## src/rtl/disk_rst_pkg.sv

```systemverilog
`timescale 1ns/1ps
package disk_rst_pkg;

  typedef enum logic [2:0] {
    ST_OFF      = 3'd0,  // supply not good, line held in reset
    ST_HRST     = 3'd1,  // hardware reset interval running
    ST_IDLE     = 3'd2,  // free to accept a software reset
    ST_SRST_ON  = 3'd3,  // SRST bit held at 1
    ST_SRST_GAP = 3'd4   // SRST bit back at 0, spacing interval
  } drs_state_e;

  // Cycles needed to cover ns nanoseconds at hz, rounded up, at least one.
  function automatic int unsigned ns_to_cycles(longint unsigned ns,
                                               longint unsigned hz);
    longint unsigned prod;
    longint unsigned cyc;
    prod = ns * hz;
    cyc  = (prod + 64'd999_999_999) / 64'd1_000_000_000;
    if (cyc == 64'd0) cyc = 64'd1;
    return 32'(cyc);
  endfunction

  function automatic int unsigned max_u(int unsigned a, int unsigned b);
    return (a > b) ? a : b;
  endfunction

endpackage

```

## src/rtl/drs_timer.sv

```systemverilog
`timescale 1ns/1ps
module drs_timer #(
  parameter int W = 12
) (
  input  logic         clk,
  input  logic         rst_n,
  input  logic         load,
  input  logic [W-1:0] load_val,
  output logic         expired
);

  logic [W-1:0] cnt_q;

  always_ff @(posedge clk or negedge rst_n) begin
    if (!rst_n)              cnt_q <= '0;
    else if (load)           cnt_q <= load_val;
    else if (cnt_q != '0)    cnt_q <= cnt_q - 1'b1;
  end

  assign expired = (cnt_q == '0);

endmodule

```

## src/rtl/drs_req_hold.sv

```systemverilog
`timescale 1ns/1ps
module drs_req_hold (
  input  logic clk,
  input  logic rst_n,
  input  logic req,
  input  logic take,
  input  logic flush,
  output logic pend
);

  logic pend_q;

  always_ff @(posedge clk or negedge rst_n) begin
    if (!rst_n)     pend_q <= 1'b0;
    else if (flush) pend_q <= 1'b0;
    else            pend_q <= req | (pend_q & ~take);
  end

  assign pend = pend_q;

endmodule

```

## src/rtl/disk_rst_seq.sv

```systemverilog
`timescale 1ns/1ps
module disk_rst_seq
  import disk_rst_pkg::*;
#(
  parameter longint unsigned CLK_HZ       = 100_000_000,
  parameter int unsigned     HRST_NS      = 25_000,
  parameter int unsigned     SPACE_NS     = 5_000,
  parameter int unsigned     MIN_PULSE_NS = 20
) (
  input  logic clk,
  input  logic rst_n,
  input  logic pwr_good_i,
  input  logic sw_rst_req_i,
  input  logic dev_bsy_i,
  output logic ata_reset_n_o,
  output logic srst_o,
  output logic ready_o
);

  localparam int unsigned HRST_RAW = ns_to_cycles(longint'(HRST_NS), CLK_HZ);
  localparam int unsigned MINP_CYC = ns_to_cycles(longint'(MIN_PULSE_NS), CLK_HZ);
  localparam int unsigned HRST_CYC = max_u(HRST_RAW, MINP_CYC);
  localparam int unsigned SP_CYC   = ns_to_cycles(longint'(SPACE_NS), CLK_HZ);
  localparam int unsigned MAX_CYC  = max_u(HRST_CYC, SP_CYC);
  localparam int          CNT_W    = $clog2(MAX_CYC + 1);
  localparam logic [CNT_W-1:0] HRST_LD = CNT_W'(HRST_CYC - 1);
  localparam logic [CNT_W-1:0] SP_LD   = CNT_W'(SP_CYC - 1);

  drs_state_e       st_q, st_d;
  logic             tmr_load;
  logic [CNT_W-1:0] tmr_val;
  logic             tmr_expired;
  logic             pend;

  // named internal events
  logic launch_w;      // SRST set is allowed and requested this cycle
  logic hrst_done_w;   // hardware reset interval ends at this edge
  logic space_done_w;  // current SRST phase ends at this edge
  logic off_w;         // sequencer sits in the powered-off state

  assign off_w        = (st_q == ST_OFF);
  assign launch_w     = (st_q == ST_IDLE) && pend && !dev_bsy_i;
  assign hrst_done_w  = (st_q == ST_HRST) && tmr_expired;
  assign space_done_w = ((st_q == ST_SRST_ON) || (st_q == ST_SRST_GAP)) && tmr_expired;

  drs_timer #(.W(CNT_W)) u_timer (
    .clk      (clk),
    .rst_n    (rst_n),
    .load     (tmr_load),
    .load_val (tmr_val),
    .expired  (tmr_expired)
  );

  drs_req_hold u_hold (
    .clk   (clk),
    .rst_n (rst_n),
    .req   (sw_rst_req_i),
    .take  (launch_w),
    .flush (off_w),
    .pend  (pend)
  );

  always_comb begin
    st_d     = st_q;
    tmr_load = 1'b0;
    tmr_val  = '0;
    if (!pwr_good_i) begin
      st_d = ST_OFF;
    end else begin
      unique case (st_q)
        ST_OFF: begin
          st_d     = ST_HRST;
          tmr_load = 1'b1;
          tmr_val  = HRST_LD;
        end
        ST_HRST: begin
          if (hrst_done_w) st_d = ST_IDLE;
        end
        ST_IDLE: begin
          if (launch_w) begin
            st_d     = ST_SRST_ON;
            tmr_load = 1'b1;
            tmr_val  = SP_LD;
          end
        end
        ST_SRST_ON: begin
          if (space_done_w) begin
            st_d     = ST_SRST_GAP;
            tmr_load = 1'b1;
            tmr_val  = SP_LD;
          end
        end
        ST_SRST_GAP: begin
          if (space_done_w) st_d = ST_IDLE;
        end
        default: st_d = ST_OFF;
      endcase
    end
  end

  always_ff @(posedge clk or negedge rst_n) begin
    if (!rst_n) st_q <= ST_OFF;
    else        st_q <= st_d;
  end

  assign ata_reset_n_o = !((st_q == ST_OFF) || (st_q == ST_HRST));
  assign srst_o        = (st_q == ST_SRST_ON);
  assign ready_o       = (st_q == ST_IDLE) && !pend;

endmodule

```

## config.mk

```make
export PLATFORM = sky130hd
export DESIGN_NAME = disk_rst_seq
export DESIGN_NICKNAME = d
export VERILOG_FILES = /design/src/rtl/disk_rst_pkg.sv /design/src/rtl/drs_timer.sv /design/src/rtl/drs_req_hold.sv /design/src/rtl/disk_rst_seq.sv
export SDC_FILE = /design/constraint.sdc
export NUM_CORES = 1
export LEC_CHECK = 0
export ABC_AREA = 1
export BUFFER_PORTS_ARGS = -buffer_cell sky130_fd_sc_hd__buf_2
export CAP_MARGIN = 40
export CELL_PAD_IN_SITES_DETAIL_PLACEMENT = 1
export CELL_PAD_IN_SITES_GLOBAL_PLACEMENT = 1
export CORE_MARGIN = 1
export CORE_UTILIZATION = 42
export CTS_CLUSTER_SIZE = 40
export DETAILED_ROUTE_END_ITERATION = 10
export PLACE_DENSITY = 0.83
export SLEW_MARGIN = 20
export SYNTH_ARGS = -nofsm -noshare
export SYNTH_HDL_FRONTEND = slang
export SYNTH_HIERARCHICAL = 1
export SYNTH_SLANG_ARGS = --single-unit
```

## constraint.sdc

```tcl
create_clock -name clk -period 2.9 [get_ports clk]
set_input_delay 0.145 -clock clk [delete_from_list [all_inputs] [get_ports clk]]
set_output_delay 0.145 -clock clk [all_outputs]
set_load 0.01 [all_outputs]
```

# Yosys cells after proc, flatten, opt, wreduce, memory -nomap -nowiden
# Index checks and enable logic that the tools add are counted.
# word_totals
word_cells	47
output_inout_bits	3
reg_bits	16
inputBits	5
# classes
muxes	17
n_eq_ne	8
add_sub_neg	1
n_bitwise	3
reduce_logical	15
# op_table
cell	count
$mux W12	3
$pmux W12 S3	1
$mux W9	2
$mux W3	5
$pmux W3 S5	1
$logic_not A12 Y1	1
$reduce_bool A12 Y1	1
$sub A12 B1 Y12 const B	1
$eq A3 B2 Y1 const B	2
$ne A3 B2 Y1 const B	2
$ne A3 B3 Y1 const B	2
$logic_and A1 B1 Y1	5
$mux W1	4
$reduce_and A4 Y1	1
$eq A3 B1 Y1 const B	1
$eq A3 B3 Y1 const B	1
$logic_not A1 Y1	3
$logic_not A3 Y1	1
$pmux W1 S3	1
$logic_or A1 B1 Y1	2
$reduce_bool A2 Y1	1
$and A1 B1 Y1	1
$not A1 Y1	1
$or A1 B1 Y1	1

# Longest topological paths before layout
# Gate-level depths: netlist of run 1.
# logic_depth
depth_word	7
ltp_mapped	11
mapped_depth_nobuf	11

# Hierarchy
# The synthesis of run 1 kept the hierarchy.
# modules_own_cells
module	cells_per_inst	n_inst	seq_area_each_um2	area_per_inst_um2
drs_timer	122	1	300.3	834.6
disk_rst_seq	41	1	75.1	267.8
drs_req_hold	5	1	25.0	45.0

# Least setup slack after synthesis of run 1
# No wires, ideal clock.
# synth_timing
path_type	reg-to-reg
from	reg u_timer.cnt_q[0]
to	reg u_timer.cnt_q[6]
n_path_buf	0
arrival_time_ns	2.223
setup_ns	0.120
period_less_slack_ns	2.344
setup_slack_ns	0.556
path_stages_with_launch	11
t_required_ns	2.780
cell_sequence	dfrtp_1 -> inv_1 -> ha_1 -> nand3_2 -> nor3_1 -> nand2_1 -> a31oi_1 -> inv_1 -> or2_1 -> nand2_1 -> nor2_1
# synth_between
elab_chain_len	6
elab_cells_between_ends	13
cone_classes	add/sub: 1; mux: 8; reduce/logical: 4
# synth_rtl
item	line	source
from (decl)	drs_timer.sv:12	logic [W-1:0] cnt_q;
from (signal assigned)	drs_timer.sv:16	else if (load) cnt_q <= load_val;
from (signal assigned)	drs_timer.sv:17	else if (cnt_q != '0) cnt_q <= cnt_q - 1'b1;
$logic_not A12 Y1 (*)	drs_timer.sv:20	assign expired = (cnt_q == '0);
net tmr_expired	disk_rst_seq.sv:32	logic tmr_expired;
$logic_and A1 B1 Y1 (*)	disk_rst_seq.sv:44	assign space_done_w = ((st_q == ST_SRST_ON) || (st_q == ST_SRST_GAP)) && tmr_expired;
$mux W1 (*)	disk_rst_seq.sv:87	if (space_done_w) begin
$pmux W1 S3 (*)	disk_rst_seq.sv:70	unique case (st_q)
$mux W1 (*)	disk_rst_seq.sv:67	if (!pwr_good_i) begin
net tmr_load	disk_rst_seq.sv:30	logic tmr_load;
$mux W12 or $reduce_bool A2 Y1 (tied branches)	--	
# Mark *: on every way through the listed nets, which the timed path passes. The rest lies on a longest branch. The select of a mux whose other input is x is not followed.
# A chain may end at the register's enable or synchronous reset.

# Final worst setup path of run 1
# layout_timing
from	reg u_timer.cnt_q[0]
to	reg u_timer.cnt_q[8]
# Same word-level chain as after synthesis.

==> summary.md, run 1 <==
| Metric | Value |
|---|---|
| Final Hold Fails | 0 |
| # diodes | 0 |
| Avg Cell Area, Syn | 6.83 µm² |
| First-pass GRT wire length | 4530 µm |
| Top cells by area, synth | dfrtp_1, nand2_1, inv_1, nor2_1, nand3_1 |
| Hold path endpoint | u_hold/pend |
| Worst R2R Start | u_timer/cnt_q[0] |
| Fraction of the mapped netlist area in adder cells | 2.18% |
| Width of the chip | 54.3 µm |
| Rows | 18 |
| Most frequent cell after synthesis | nand2_1 |
| Simple-Gate Fraction of Synth Area | 42.2% |
| Netlist cell types | 27 |
| Remaining DRCs | 0 |
| Ys async rst share | 100% |
| Initial antenna violation count | 0 |
| Synth warnings | 6 |
| Commonest cells in the netlist | nand2_1, inv_1, nor2_1 |
| Pwr Density | 1000 nW/µm² |
| Synth Area in Compound Gates | 9.49% |
| Setup Total Neg Slack | 0 ps |
| Cell area after synthesis | 1150 µm² |
| Initial Util | 45.5% |
| Core box area | 2520 µm² |
| Clock sinks | 16 |
| Avg WL per Cell | 13.1 µm |
| FILL cells | 360 |
| Final nets | 190 |
| Largest net degree at the start of global routing | 21 |
| Height of the chip | 54.3 µm |
| Cts bufs inserted | 3 |
| Setup violators final | 0 |
| Fmax | 468 MHz |
| Leak | 0.651 nW |
| CTS clk-pin slew, worst paths | 100 ps |
| Yosys top cell by area | dfrtp_1 |
| GRT Total Usage | 22.1% |
| HPWL after detailed placement | 2240 µm |
| RSZ-0062 raised after global routing | false |
| Mux contribution to synthesized area | 0% |
| Clk Latency, worst-skew pair | 280 ps |
| Area Growth Syn to Fin | 9.38% |
| Synth top area share | 34.9% |
| Period Utilization, post-route | 73.6% |
| Vias per std cell | 5.02 |
| Max Transition Viols Final | 0 |
| VDD IR max | 467 µV |
| Number of synthesized flops with an enable pin | 0 |
| GPL Wtd Cong | 0.815 |
| Layout Skew | 1.37 ps |
| PortBufs | 7 |
| Status | complete, no violations |
| CP Class | register to register |
| Ports | 8 |
| Vias in the first global route | 1017 |
| R2r setup slk | 760 ps |
| Sequential fraction of the synthesis area | 34.9% |
| H-tree levels | 1 |
| Startpoint types | register |
| Largest family of logic cells by synthesized area | simple AND/OR/NAND/NOR gates |
| Final min period | 2140 ps |
| Share of post-route cells with drive strength above 1 | 16.0% |
| Drt initial violations | 11 |
| CP Data Required Time | 3120 ps |
| Hold Path Depth | 3 |
| Post-route ant nets | 0 |
| CP max FO | 20 |
| Worst R2R End | u_timer/cnt_q[8] |
| Clock root buffer | clkbuf_4 |
| Synth Instances | 168 |
| Vias | 1060 |
| Max-Cap Viols | 0 |
| Grt total ovfl | 0 |
| Reg2Reg Depth | 10 |
| Final core occ | 49.8% |
| Min-delay worst type | input port to register |
| Die area | 2940 µm² |
| Synth Flop Type | dfrtp_1 |
| Flops & latches, synth | 16 |
| WL final | 2760 µm |
| WP data arrival | 2360 ps |
| CTS tree | done |
| Crit end category | register |
| Min-Delay Startpoint | sw_rst_req_i |
| Initial DRT Pass Iterations | 4 |
| Synth Area in XOR/XNOR | 2.29% |
| Max Root-Sink Buffers | 2 |
-- worst max path at each step --
stage | start | endpoint | slack [ps] | cells after the start
final | u_timer/cnt_q[0] | u_timer/cnt_q[8] | 760 | 10
after global routing | u_timer/cnt_q[0] | u_timer/cnt_q[1] | 480 | 11
after CTS | u_timer/cnt_q[0] | u_timer/cnt_q[8] | 750 | 10
after detailed placement | u_timer/cnt_q[0] | u_timer/cnt_q[8] | 760 | 10
after global placement | u_timer/cnt_q[0] | u_timer/cnt_q[8] | 890 | 10
after floorplan | u_timer/cnt_q[0] | u_timer/cnt_q[6] | 560 | 10
-- registers in the layout (all words and copies together), names as in the netlist --
| signal | count |
|---|---|
| u_timer/cnt_q | 12 |
| st_q | 3 |
| u_hold/pend | 1 |
-- cells in the final DEF (no fill, tap or decap), types with 3 or more instances in the layout --
cell type and n:
a21oi_1 5, buf_2 7, clkbuf_4 3, conb_1 4
dfrtp_1 16, inv_1 21, nand2_1 51, nand2_2 4
nand3_1 11, nor2_1 21, nor2_2 5, nor2_4 4
o21ai_0 9, xor2_1 3
-- cells by family after synthesis --
family | Yosys count
other | 1
xor gates and xnor gates | 3
DFF | 16
AOI/OAI and AO/OA | 20
and+or+nand+nor | 102
adders and majority gates | 2
buffers and inverters | 24
-- repair_timing --
| action | CTS | global route |
|---|---|---|
| gates resized for setup | 0 | 0 |
| endpoints found under the hold margin | 16 | 0 |
| buffers inserted | 0 | 0 |
| hold buffers | 1 | 0 |
-- per-layer routing --
layer  part of all wire (%)  track usage [%]  wire [µm]
met5                      0                0          0
met1                     45             25.7       1250
met3                    2.4             4.17         66
met4                    1.6             8.55         44
met2                     51             39.6       1400
-- metrics by stage --
stage          setup slack [ps]  instance area, µm²  cells  hold WS, ps  total power, mW
6_report                    764                1250    211         97.7             1.26
5_1_grt                     483                1250    211         99.0             1.39
4_1_cts                     750                1250    211         92.8             1.27
3_5_place_dp                760                1220    207         86.5             1.15
3_3_place_gp                891                1220    207         80.0             1.11
2_1_floorplan               556                1160    171         -151            0.971
-- power by group --
part / internal, mW / total, mW / switching, mW
Combinational: 0.247 / 0.702 / 0.455
Sequential: 0.318 / 0.439 / 0.121
Clock: 0.0482 / 0.120 / 0.0719
-- layout make-up --
class	instances	area [µm²]	area share (%)
sequential	16	400	31.9
timing repair buffer	9	52.6	4.19
inverter	22	82.6	6.58
clock buffer	3	22.5	1.79
tap	30	37.5	2.99
multi-input combinational	131	659	52.5
-- critical path: stages, from the launching register on --
cell and delay [ps]:
dfrtp_1 410, inv_1 150, ha_1 220, nand3_2 100
nor3_1 250, nand2_1 150, a31oi_1 230, buf_4 270
nor2_1 70, o21bai_1 150, nor2_1 80
(Power assumes the default switching activity.)
==> run 2: changes to the inputs <==
--- a/config.mk
+++ b/config.mk
@@ -11,10 +11,10 @@
 export CELL_PAD_IN_SITES_DETAIL_PLACEMENT = 1
 export CELL_PAD_IN_SITES_GLOBAL_PLACEMENT = 1
 export CORE_MARGIN = 1
-export CORE_UTILIZATION = 42
+export CORE_UTILIZATION = 38
 export CTS_CLUSTER_SIZE = 40
 export DETAILED_ROUTE_END_ITERATION = 10
-export PLACE_DENSITY = 0.83
+export PLACE_DENSITY = 0.8
 export SLEW_MARGIN = 20
 export SYNTH_ARGS = -nofsm -noshare
 export SYNTH_HDL_FRONTEND = slang
==> constraint.sdc (replaced) <==
create_clock -name clk -period 1.7 [get_ports clk]
set_input_delay 0.085 -clock clk [delete_from_list [all_inputs] [get_ports clk]]
set_output_delay 0.085 -clock clk [all_outputs]
set_load 0.01 [all_outputs]
==> summary.md, run 2 (same netlist as run 1, synthesis figures left out) <==
| Metric | Value |
|---|---|
| Rows | 19 (was 18) |
| Vias per std cell | 5.35 (was 5.02) |
| Share of post-route cells with drive strength above 1 | 35.6% (was 16.0%) |
| Clk Latency, worst-skew pair | 290 ps (was 280 ps) |
| Comb power frac | 67.7% (was 55.6%) |
| Area Growth Syn to Fin | 41.4% (was 9.38%) |
| Crit path cell chain | inv_2, ha_4, nand3_4, nor3_4, nand2_2, a31oi_4, inv_4, nor2_1, o21bai_1, nor2_1 (was inv_1, ha_1, nand3_2, nor3_1, nand2_1, a31oi_1, buf_4, nor2_1, o21bai_1, nor2_1) |
| CP max FO | 8 (was 20) |
| H-tree levels | 1 (unchanged) |
| Failing checks | negative setup slack |
| Pwr Density | 1880 nW/µm² (was 1000 nW/µm²) |
| Final nets | 227 (was 190) |
| Area of the multi-input gates | 724 µm² (was 659 µm²) |
| Max reg flops | 12 (unchanged) |
| Switch Pwr | 1.47 mW (was 0.648 mW) |
| Final Hold Fails | 0 (unchanged) |
| Total power | 3.05 mW (was 1.26 mW) |
| Cell Area, Placed | 1410 µm² (was 1220 µm²) |
| Top reg by flops | u_timer/cnt_q (unchanged) |
| Leak | 0.857 nW (was 0.651 nW) |
| Cts bufs inserted | 3 (unchanged) |
| Initial Util | 40.9% (was 45.5%) |
| Seq pwr share | 23.7% (was 34.8%) |
| Drt initial violations | 78 (was 11) |
| Initial antenna violation count | 0 (unchanged) |
| Startpoint types | register (unchanged) |
| Status | finished, violations left (was complete, no violations) |
| Max-Cap Viols | 0 (unchanged) |
| FILL cells | 382 (was 360) |
| GPL Wtd Cong | 0.859 (was 0.815) |
| Storage element area | 400 µm² (unchanged) |
| WHS | 25.5 ps (was 97.7 ps) |
| PortBufs | 7 (unchanged) |
| Clock root buffer | clkbuf_4 (unchanged) |
| CP Class | register to register (unchanged) |
| # diodes | 0 (unchanged) |
| Slowest stage delay, CP | 420 ps (was 410 ps) |
| Dpl ws | -127 ps (was 760 ps) |
| Final core occ | 57.9% (was 49.8%) |
| Width of the chip | 57.0 µm (was 54.3 µm) |
| Max Transition Viols Final | 0 (unchanged) |
| Die area | 3240 µm² (was 2940 µm²) |
| RSZ-0062 raised after global routing | true (was false) |
| Height of the chip | 57.0 µm (was 54.3 µm) |
| GRT Total Usage | 28.5% (was 22.1%) |
| Cell internal pwr | 1.58 mW (was 0.613 mW) |
| Setup violators final | 12 (was 0) |
| Fmax | 529 MHz (was 468 MHz) |
| Initial DRT Pass Iterations | 4 (unchanged) |
| WL final | 4270 µm (was 2760 µm) |
| Post-route cell area | 1620 µm² (was 1250 µm²) |
| CP most frequent cell | nor2_1 (unchanged) |
| Post-route ant nets | 0 (unchanged) |
| Clock sinks | 16 (unchanged) |
| Max Root-Sink Buffers | 2 (unchanged) |
| Clock power frac | 8.6% (was 9.5%) |
| Period Utilization, post-route | 111% (was 73.6%) |
| CP Data Required Time | 1890 ps (was 3120 ps) |
| Largest net degree at the start of global routing | 17 (was 21) |
| CTS clk-pin slew, worst paths | 100 ps (about the same) |
| Layout Skew | 0.604 ps (was 1.37 ps) |
| Vias in the first global route | 1445 (was 1017) |
| Remaining DRCs | 0 (unchanged) |
| Avg WL per Cell | 17.1 µm (was 13.1 µm) |
| Vias | 1337 (was 1060) |
| Most common cell after layout, fill and taps aside | nand2_1 (unchanged) |
| CTS tree | done (unchanged) |
| Critical path's slowest cell | dfrtp_1 (unchanged) |
| First-pass GRT wire length | 6820 µm (was 4530 µm) |
| HPWL after detailed placement | 2700 µm (was 2240 µm) |
| Grt total ovfl | 0 (unchanged) |
| Core box area | 2810 µm² (was 2520 µm²) |
| Sw Ratio | 48.4% (was 51.4%) |
| WP data arrival | 2080 ps (was 2360 ps) |
| Final min period | 1890 ps (was 2140 ps) |
| Ports | 8 (unchanged) |
| Slack of the critical path | -191 ps (was 764 ps) |
| Commonest cells after routing, fill and taps aside | nand2_1, buf_4, nor2_1 (was nand2_1, nor2_1, inv_1) |
| VDD IR max | 1040 µV (was 467 µV) |
| Min-delay worst type | input port to register (unchanged) |
| Crit end category | register (unchanged) |
==> run 2: changes by cell type in the layout (fill, tap and decap cells not counted), sizes merged <==
cell    change
buf        +37
clkbuf      +1
==> run 2: repair_timing <==
| item | 4_1_cts | 5_1_grt |
|---|---|---|
| endpoints found under the setup margin | 12 | 15 |
| hold buffers | 1 | 0 |
| pin swaps | 5 | 3 |
| hold endpoints to repair | 16 | 0 |
| gates resized for setup | 11 | 4 |
| setup buffers | 10 | 6 |
==> run 2: per-stage QoR <==
step                std cells  setup TNS [ps]
detailed placement        229            -802
floorplan                 171            -655
CTS                       244            -566
finish                    250           -1270
global route              250           -2540
global placement          229           -18.7
==> run 2: metal layers <==
metal  part of all wire (%)  global-route usage, %  up-vias
li1                       -                      -      623
met1                     38                   30.6      646
met2                     55                   52.4       52
met3                    3.5                   4.31       16
met4                    3.8                   17.4        0
met5                      0                      0        -
==> run 2: power by group through the flow <==
stage	Combinational [mW]	Clock [mW]	Sequential [mW]
finish	2.07	0.262	0.722
global route	2.21	0.282	0.747
CTS	1.84	0.270	0.716
detailed placement	1.62	0	0.721
global placement	1.54	0	0.707
floorplan	1.02	0	0.695
==> run 2: final timing paths <==
| path | startpoint | to | slack (ps) | depth (start not counted) |
|---|---|---|---|---|
| max in group asynchronous | rst_n | u_timer/cnt_q[11] | 1180 | 2 |
| worst min-delay path | sw_rst_req_i | u_hold/pend | 30 | 3 |
| min in group asynchronous | rst_n | u_timer/cnt_q[4] | 240 | 2 |
| worst min register to register | u_hold/pend | u_hold/pend | 580 | 2 |
| worst max-delay path | u_timer/cnt_q[1] | u_timer/cnt_q[8] | -190 | 10 |
| worst max register to register | u_timer/cnt_q[1] | u_timer/cnt_q[8] | -190 | 10 |
==> run 2: final cells by class <==
class,count,share of cell area [%]
sequential,16,24.7
clock buffer,4,2.24
tap,31,2.39
inverter,22,5.24
multi-input combinational,131,44.6
timing repair buffer,46,20.8
==> run 2: worst max-delay path, delay by kind of cell, from the launching register on <==
| kind | cells | cell delay, ps |
|---|---|---|
| AOI/OAI and AO/OA | 2 | 440 |
| adders and majority gates | 1 | 160 |
| buffers and inverters | 2 | 200 |
| DFF | 1 | 420 |
| and+or+nand+nor | 5 | 560 |
